## config.mk

```make
export PLATFORM = sky130hd
export DESIGN_NAME = irq_pend_en_regs
export DESIGN_NICKNAME = d
export VERILOG_FILES = /design/src/rtl/irqcsr_pkg.sv /design/src/rtl/irq_csr_ctrl.sv /design/src/rtl/irq_csr_datapath.sv /design/src/rtl/irq_pend_en_regs.sv
export SDC_FILE = /design/constraint.sdc
export NUM_CORES = 1
export LEC_CHECK = 0
export BUFFER_PORTS_ARGS = -buffer_cell sky130_fd_sc_hd__buf_2
export CORE_AREA = 4 4 126 128
export CTS_CLUSTER_SIZE = 20
export DETAILED_ROUTE_END_ITERATION = 10
export DIE_AREA = 0 0 130 132
export PLACE_DENSITY = 0.56
export SYNTH_ARGS = -nofsm -noshare
export SYNTH_HDL_FRONTEND = slang
export SYNTH_SLANG_ARGS = --single-unit
```

## constraint.sdc

```tcl
create_clock -name clk -period 1.5 [get_ports clk]
set_clock_uncertainty 0.2 [all_clocks]
set_input_delay 0.075 -clock clk [delete_from_list [all_inputs] [get_ports clk]]
set_output_delay 0.075 -clock clk [all_outputs]
set_load 0.02 [all_outputs]
```

## src/rtl/irqcsr_pkg.sv

```systemverilog
package irqcsr_pkg;

  typedef enum logic [1:0] {
    OP_WRITE = 2'd0,
    OP_SET   = 2'd1,
    OP_CLEAR = 2'd2,
    OP_READ  = 2'd3
  } csr_op_e;

  typedef enum logic [1:0] {
    SEL_MPEND = 2'd0,
    SEL_MEN   = 2'd1,
    SEL_SPEND = 2'd2,
    SEL_SEN   = 2'd3
  } csr_sel_e;

  localparam int IDX_SSW  = 1;
  localparam int IDX_MSW  = 3;
  localparam int IDX_STM  = 5;
  localparam int IDX_MTM  = 7;
  localparam int IDX_SEX  = 9;
  localparam int IDX_MEX  = 11;
  localparam int STD_BITS = 16;

  typedef struct packed {
    logic    pendWe;
    logic    enWe;
    logic    selPend;
    logic    supView;
    csr_op_e op;
  } ctl_strobe_t;

  function automatic logic [STD_BITS-1:0] stdPendWmask(input bit hasS);
    logic [STD_BITS-1:0] m;
    m = '0;
    if (hasS) begin
      m[IDX_SSW] = 1'b1;
      m[IDX_STM] = 1'b1;
      m[IDX_SEX] = 1'b1;
    end
    return m;
  endfunction

  function automatic logic [STD_BITS-1:0] stdEnWmask(input bit hasS);
    logic [STD_BITS-1:0] m;
    m = stdPendWmask(hasS);
    m[IDX_MSW] = 1'b1;
    m[IDX_MTM] = 1'b1;
    m[IDX_MEX] = 1'b1;
    return m;
  endfunction

endpackage

```

## src/rtl/irq_csr_ctrl.sv

```systemverilog
module irq_csr_ctrl
  import irqcsr_pkg::*;
(
  input  logic        csrValid,
  input  logic [1:0]  csrOp,
  input  logic [1:0]  csrSel,
  output ctl_strobe_t stb
);
  csr_op_e  opKind;
  csr_sel_e selKind;
  logic     modifies;

  always_comb begin
    opKind   = csr_op_e'(csrOp);
    selKind  = csr_sel_e'(csrSel);
    modifies = csrValid && (opKind != OP_READ);
    stb.op      = opKind;
    stb.selPend = (selKind == SEL_MPEND) || (selKind == SEL_SPEND);
    stb.supView = (selKind == SEL_SPEND) || (selKind == SEL_SEN);
    stb.pendWe  = modifies && stb.selPend;
    stb.enWe    = modifies && !stb.selPend;
  end
endmodule

```

## src/rtl/irq_csr_datapath.sv

```systemverilog
module irq_csr_datapath
  import irqcsr_pkg::*;
#(
  parameter int XLEN      = 64,
  parameter bit HAS_SMODE = 1'b1
) (
  input  logic            clk,
  input  logic            rstN,
  input  ctl_strobe_t     stb,
  input  logic [XLEN-1:0] csrWdata,
  output logic [XLEN-1:0] csrRdata,
  input  logic            hwMachExt,
  input  logic            hwMachTimer,
  input  logic            hwMachSoft,
  input  logic            hwSupExtLine,
  input  logic [XLEN-1:0] delegMask,
  output logic [XLEN-1:0] pendOut,
  output logic [XLEN-1:0] enOut
);
  localparam int UPPER = XLEN - STD_BITS;
  localparam logic [XLEN-1:0] PEND_WMASK = {{UPPER{1'b0}}, stdPendWmask(HAS_SMODE)};
  localparam logic [XLEN-1:0] EN_WMASK   = {{UPPER{1'b0}}, stdEnWmask(HAS_SMODE)};

  logic [XLEN-1:0] pendSwQ, enQ;
  logic [XLEN-1:0] hwVec, pendView, viewMask, oldVal, newVal;
  logic [XLEN-1:0] pendMask, enMask, pendNext, enNext;
  logic            seiLine;

  generate
    if (HAS_SMODE) begin : g_sline
      assign seiLine = hwSupExtLine;
    end else begin : g_noline
      assign seiLine = 1'b0;
    end
  endgenerate

  always_comb begin
    hwVec          = '0;
    hwVec[IDX_MEX] = hwMachExt;
    hwVec[IDX_MTM] = hwMachTimer;
    hwVec[IDX_MSW] = hwMachSoft;
    hwVec[IDX_SEX] = seiLine;
    pendView       = pendSwQ | hwVec;
    viewMask       = stb.supView ? delegMask : '1;
    // read-modify-write source: software bits only
    oldVal         = stb.selPend ? pendSwQ : enQ;
    unique case (stb.op)
      OP_WRITE: newVal = csrWdata;
      OP_SET:   newVal = oldVal | csrWdata;
      OP_CLEAR: newVal = oldVal & ~csrWdata;
      default:  newVal = oldVal;
    endcase
    pendMask = PEND_WMASK & viewMask;
    enMask   = EN_WMASK & viewMask;
    pendNext = stb.pendWe ? ((pendSwQ & ~pendMask) | (newVal & pendMask)) : pendSwQ;
    enNext   = stb.enWe   ? ((enQ & ~enMask) | (newVal & enMask)) : enQ;
    csrRdata = (stb.selPend ? pendView : enQ) & viewMask;
    pendOut  = pendView;
    enOut    = enQ;
  end

  always_ff @(posedge clk or negedge rstN) begin
    if (!rstN) begin
      pendSwQ <= '0;
      enQ     <= '0;
    end else begin
      pendSwQ <= pendNext;
      enQ     <= enNext;
    end
  end
endmodule

```

## src/rtl/irq_pend_en_regs.sv

```systemverilog
module irq_pend_en_regs
  import irqcsr_pkg::*;
#(
  parameter int XLEN      = 64,
  parameter bit HAS_SMODE = 1'b1
) (
  input  logic            clk,
  input  logic            rstN,
  input  logic            csrValid,
  input  logic [1:0]      csrOp,
  input  logic [1:0]      csrSel,
  input  logic [XLEN-1:0] csrWdata,
  output logic [XLEN-1:0] csrRdata,
  input  logic            hwMachExt,
  input  logic            hwMachTimer,
  input  logic            hwMachSoft,
  input  logic            hwSupExtLine,
  input  logic [XLEN-1:0] delegMask,
  output logic [XLEN-1:0] pendOut,
  output logic [XLEN-1:0] enOut
);
  ctl_strobe_t stb;

  irq_csr_ctrl u_ctrl (
    .csrValid(csrValid),
    .csrOp   (csrOp),
    .csrSel  (csrSel),
    .stb     (stb)
  );

  irq_csr_datapath #(.XLEN(XLEN), .HAS_SMODE(HAS_SMODE)) u_dp (
    .clk         (clk),
    .rstN        (rstN),
    .stb         (stb),
    .csrWdata    (csrWdata),
    .csrRdata    (csrRdata),
    .hwMachExt   (hwMachExt),
    .hwMachTimer (hwMachTimer),
    .hwMachSoft  (hwMachSoft),
    .hwSupExtLine(hwSupExtLine),
    .delegMask   (delegMask),
    .pendOut     (pendOut),
    .enOut       (enOut)
  );
endmodule

```

* Word level (Yosys, flattened, before mapping)
Cells that the tools add are included.
Word-level totals: latch bits 0, bits in registers 128, memories kept 0, input bits 139, output and inout bits 192, memory bits (writable) 0, ROM bits 0, logic and storage cells 32
Cells by class: reductions and logical operators 8, div/mod/pow operators 0, $lt $le $gt $ge 0, multiplexer cells 4, shift-type cells 0, multipliers 0, equal/unequal tests 5, add/sub/neg operators 0, bitwise logic cells 13
Operators with widths (count):
- bitwise AND 64 bit | 4
- 2-to-1 mux 64 bit | 3
- bitwise OR 64 bit | 3
- one-hot mux 64 bit (3 select lines) | 1
- bitwise AND 64 x 10 -> 64 bit | 1
- bitwise AND 64 x 12 -> 64 bit | 1
- NOT 10 -> 64 bit | 1
- NOT 12 -> 64 bit | 1
- NOT 64 bit | 1
- bitwise OR 64 x 12 -> 64 bit | 1
- equality test 2 bit, second input constant | 3
- logical NOT 2 bit | 2
- logical AND 1 bit | 3
- equality test 2 x 1 -> 1 bit, second input constant | 1
- logical OR 1 bit | 2
- inequality test 2 bit, second input constant | 1
- logical NOT 1 bit | 1

* Logic depth before layout (Yosys ltp)
depth in word-level cells 7, depth in mapped cells 5

* Cells and area by module
A second synthesis with hierarchy kept.
Second synthesis, totals: cell total of the unflattened synthesis 263, area total of the unflattened synthesis 2020.7 um^2
Modules (own cells, without submodules):
- irq_csr_datapath | area each 1981.9 um^2, times used 1, cells an instance 256
- irq_csr_ctrl | area each 38.8 um^2, times used 1, cells an instance 7

* Least setup slack after synthesis
Ideal clock, no wire load.
kind reg-to-reg, from register (tool-made name), to register (tool-made name), arrival time 0.972 ns, path buffers 0, setup slack 0.186 ns, stages on the path, launching flop included 4, cell sequence dfrtp_1 > mux2_1 > o21ai_0 > a41oi_1

==> Implementation_results.wiki <==
{| class="wikitable"
! Metric !! Value
|-
| Dominant cells by area after synthesis || buf_4, dfrtp_1, a31oi_1
|-
| Wire length of the first global-routing pass || 5.595 mm
|-
| Syn-to-layout area delta || -6.273%
|-
| Port Buf Inserts || 40
|-
| Total congestion overflow after global routing || 0
|-
| Most frequent cells in the layout || conb_1, buf_2, a31oi_1
|-
| Run status || complete, no violations
|-
| Vias in the first global route || 1010
|-
| Layout fillers || 1757
|-
| Number of DRC markers after the initial detailed-route iteration || 15
|-
| Final Slew Violations || 0
|-
| Antenna Cells || 0
|-
| Syn. warnings || 0
|-
| DRC viols || 0
|-
| Place WS || 0.1615 ns
|-
| Combined buffer and inverter count along the critical path || 1
|-
| Category of cells accounting for the largest share of critical-path delay || flip-flops
|-
| Worst Path Max Fanout || 2
|-
| CTS Root Cell || clkbuf_16
|-
| Overall Global Routing Usage || 4.404%
|-
| HPWL after detailed placement || 3.923 mm
|-
| Cells after Synth || 256
|-
| Largest area contributor in the synthesized netlist || buf_4
|-
| Cell at the slowest stage of the critical path || dfrtp_1
|-
| Flops & latches, synth || 9
|-
| Distinct cell type count after synthesis || 28
|-
| Worst setup path class || reg2out
|-
| Final-report hold violation count || 0
|-
| Gpl congestion || 0.6805
|-
| Worst-skew pair later-pin latency || 0.24 ns
|-
| # setup viols final || 0
|-
| Slowest cell delay on critical path || 0.39 ns
|-
| Crit. End Element || output pin
|-
| Number of nets in the finished design || 440
|-
| Remaining antenna violation count after routing || 0
|-
| Effective utilization at floorplan || 13.96%
|-
| Detail-routed via count per cell || 2.613
|-
| Startpoint class of the critical path || register
|-
| Number of iterations in the first detailed-routing pass || 4
|-
| Share of synthesized registers carrying an async set or reset || 100.0%
|-
| Final Cycle Share || 98.50%
|-
| Die area || 17160 sq um
|-
| Path category of the worst min-delay check || in2reg
|-
| Total number of vias || 1275
|-
| Fraction of synthesized cell area taken by the top area cell type || 65.14%
|-
| RSZ-0062 raised after global routing || true
|-
| Row count || 45
|-
| Cell area after technology mapping || 2074 sq um
|-
| Maximum clock frequency || 676.8 MHz
|-
| Sequential-to-total area share from yosys stat || 10.86%
|-
| Sequence of cells on the critical path || or2_4 -> mux2i_1 -> nor2_1 -> buf_4
|-
| Worst IR Drop VDD || 0.2873 mV
|-
| Average detailed-routed wire length per instance || 9.072 microns
|-
| CTS clk-pin slew, worst paths || 0.04 ns
|-
| Core region area || 14860 sq um
|-
| Clock buffer depth || 2
|-
| Worst hold slack || 0.01468 ns
|-
| Clock sink total || 9
|-
| Data arrival, critical path || 1.20 ns
|-
| Mean cell area of the mapped netlist || 8.103 sq um
|-
| Reported max-cap violation count || 0
|-
| Post-Layout Cell Count || 488
|-
| Primary FF master, synth || dfrtp_1
|-
| Boundary Pins || 331
|-
| Share of final-layout standard cells stronger than drive strength 1 || 20.33%
|-
| Number of placed instances with taps included || 476
|-
| Die Height || 132 microns
|-
| Worst Path Required || 1.22 ns
|-
| Maximum number of pins on one net before global-route repair || 14
|-
| Clock tree from TritonCTS || done
|-
| Number of levels in the clock H-tree || 1
|-
| CTS Buf Count || 3
|-
| Static Leakage || 1.052 nW
|-
| Final period demand of the worst path || 1.478 ns
|-
| Final routed wirelength across all metal layers || 4.427 mm
|-
| Floorplan die width || 130 microns
|-
| Number of flops mapped to enable cells by yosys || 0
|-
| Setup slack of the critical path after layout || 0.02250 ns
|-
| Commonest non-fill, non-tap cell in the layout || conb_1
|-
| Antenna violations before repair || 4
|-
| Power per cell area || 903.3 nW/um^2
|}
power breakdown:
part           switching [mW]  leakage, nW  total (mW)  internal [mW]
clock network           0.124       0.0409       0.476          0.352
registers              0.0479       0.0991       0.349          0.301
logic                   0.700        0.912       0.932          0.231
total                   0.872         1.05        1.76          0.884
layout make-up:
| type | instances | area (sq um) | share of cell area (%) |
|---|---|---|---|
| multi-input combinational | 235 | 1104 | 56.76 |
| timing repair buffer | 50 | 287.8 | 14.80 |
| tap | 188 | 235.2 | 12.10 |
| sequential | 9 | 225.2 | 11.58 |
| clock buffer | 3 | 75.07 | 3.861 |
| inverter | 2 | 12.51 | 0.6435 |
| clock inverter | 1 | 5.005 | 0.2574 |
worst register-to-register path, stage by stage (launching register included):
cell	delay, ns
dfrtp_1	0.39
buf_4	0.14
mux2_1	0.26
o21ai_0	0.10
a41oi_1	0.15
per-stage QoR:
step | power, mW | util, % | TNS [ns] | instance area (sq um)
floorplan | 1.404 | - | 0 | 2724
global placement | 1.228 | 12.04 | 0 | 1789
detailed placement | 1.235 | 12.04 | 0 | 1789
CTS | 1.744 | 12.93 | 0 | 1922
global route | 1.866 | 13.08 | -0.01200 | 1944
finish | 1.756 | 13.08 | 0 | 1944
synth_stat cells, types with 2 or more instances:
library cell  instances
nor2b_1               9
mux2i_1               3
o21bai_1              2
nor2_1                3
a31oi_1              12
mux2_2                3
nand2b_1              4
nand2_1               2
and2_1                3
a41oi_1               3
o211ai_1              3
dfrtp_1               9
a21oi_1               3
buf_6                 3
buf_4               180
a41oi_2               2
layer usage:
layer	wire (microns)	track usage, %	part of all wire [%]
met4	67	1.386	1.5
met3	801	1.985	18
met1	1519	5.154	34
met5	48	0	1.1
met2	1990	7.163	45
logic make-up after synthesis:
kind of cell | count (synthesis) | synth area share, %
buffers and inverters | 185 | 67.37
AOI/OAI and AO/OA | 29 | 10.74
and+or+nand+nor | 25 | 7.238
muxes | 7 | 3.619
DFF | 9 | 10.86
other | 1 | 0.1808
path summary, 6_finish.rpt:
| path | start | end | depth (start not counted) | slack [ns] |
|---|---|---|---|---|
| worst max register to register | register | register | 4 | 0.12 |
| max in group asynchronous | rstN | async pin | 2 | 0.86 |
| min in group asynchronous | rstN | u_dp.pendSwQ[5]$_DFFE_PN0P_ | 2 | 0.05 |
| worst min-delay path | csrWdata[9] | register | 3 | 0.01 |
| worst max-delay path | register | csrRdata[9] | 4 | 0.02 |
| worst min register to register | u_dp.enOut[5]$_DFFE_PN0P_ | u_dp.enOut[5]$_DFFE_PN0P_ | 2 | 0.39 |
repair_timing:
action / 4_1_cts / 5_1_grt
gates resized for setup: 2 / 0
setup endpoints to repair: 1 / 3
hold buffers: 4 / 0
hold endpoints to repair: 11 / 0
setup buffers: 1 / 3
(Power assumes the default switching activity.)
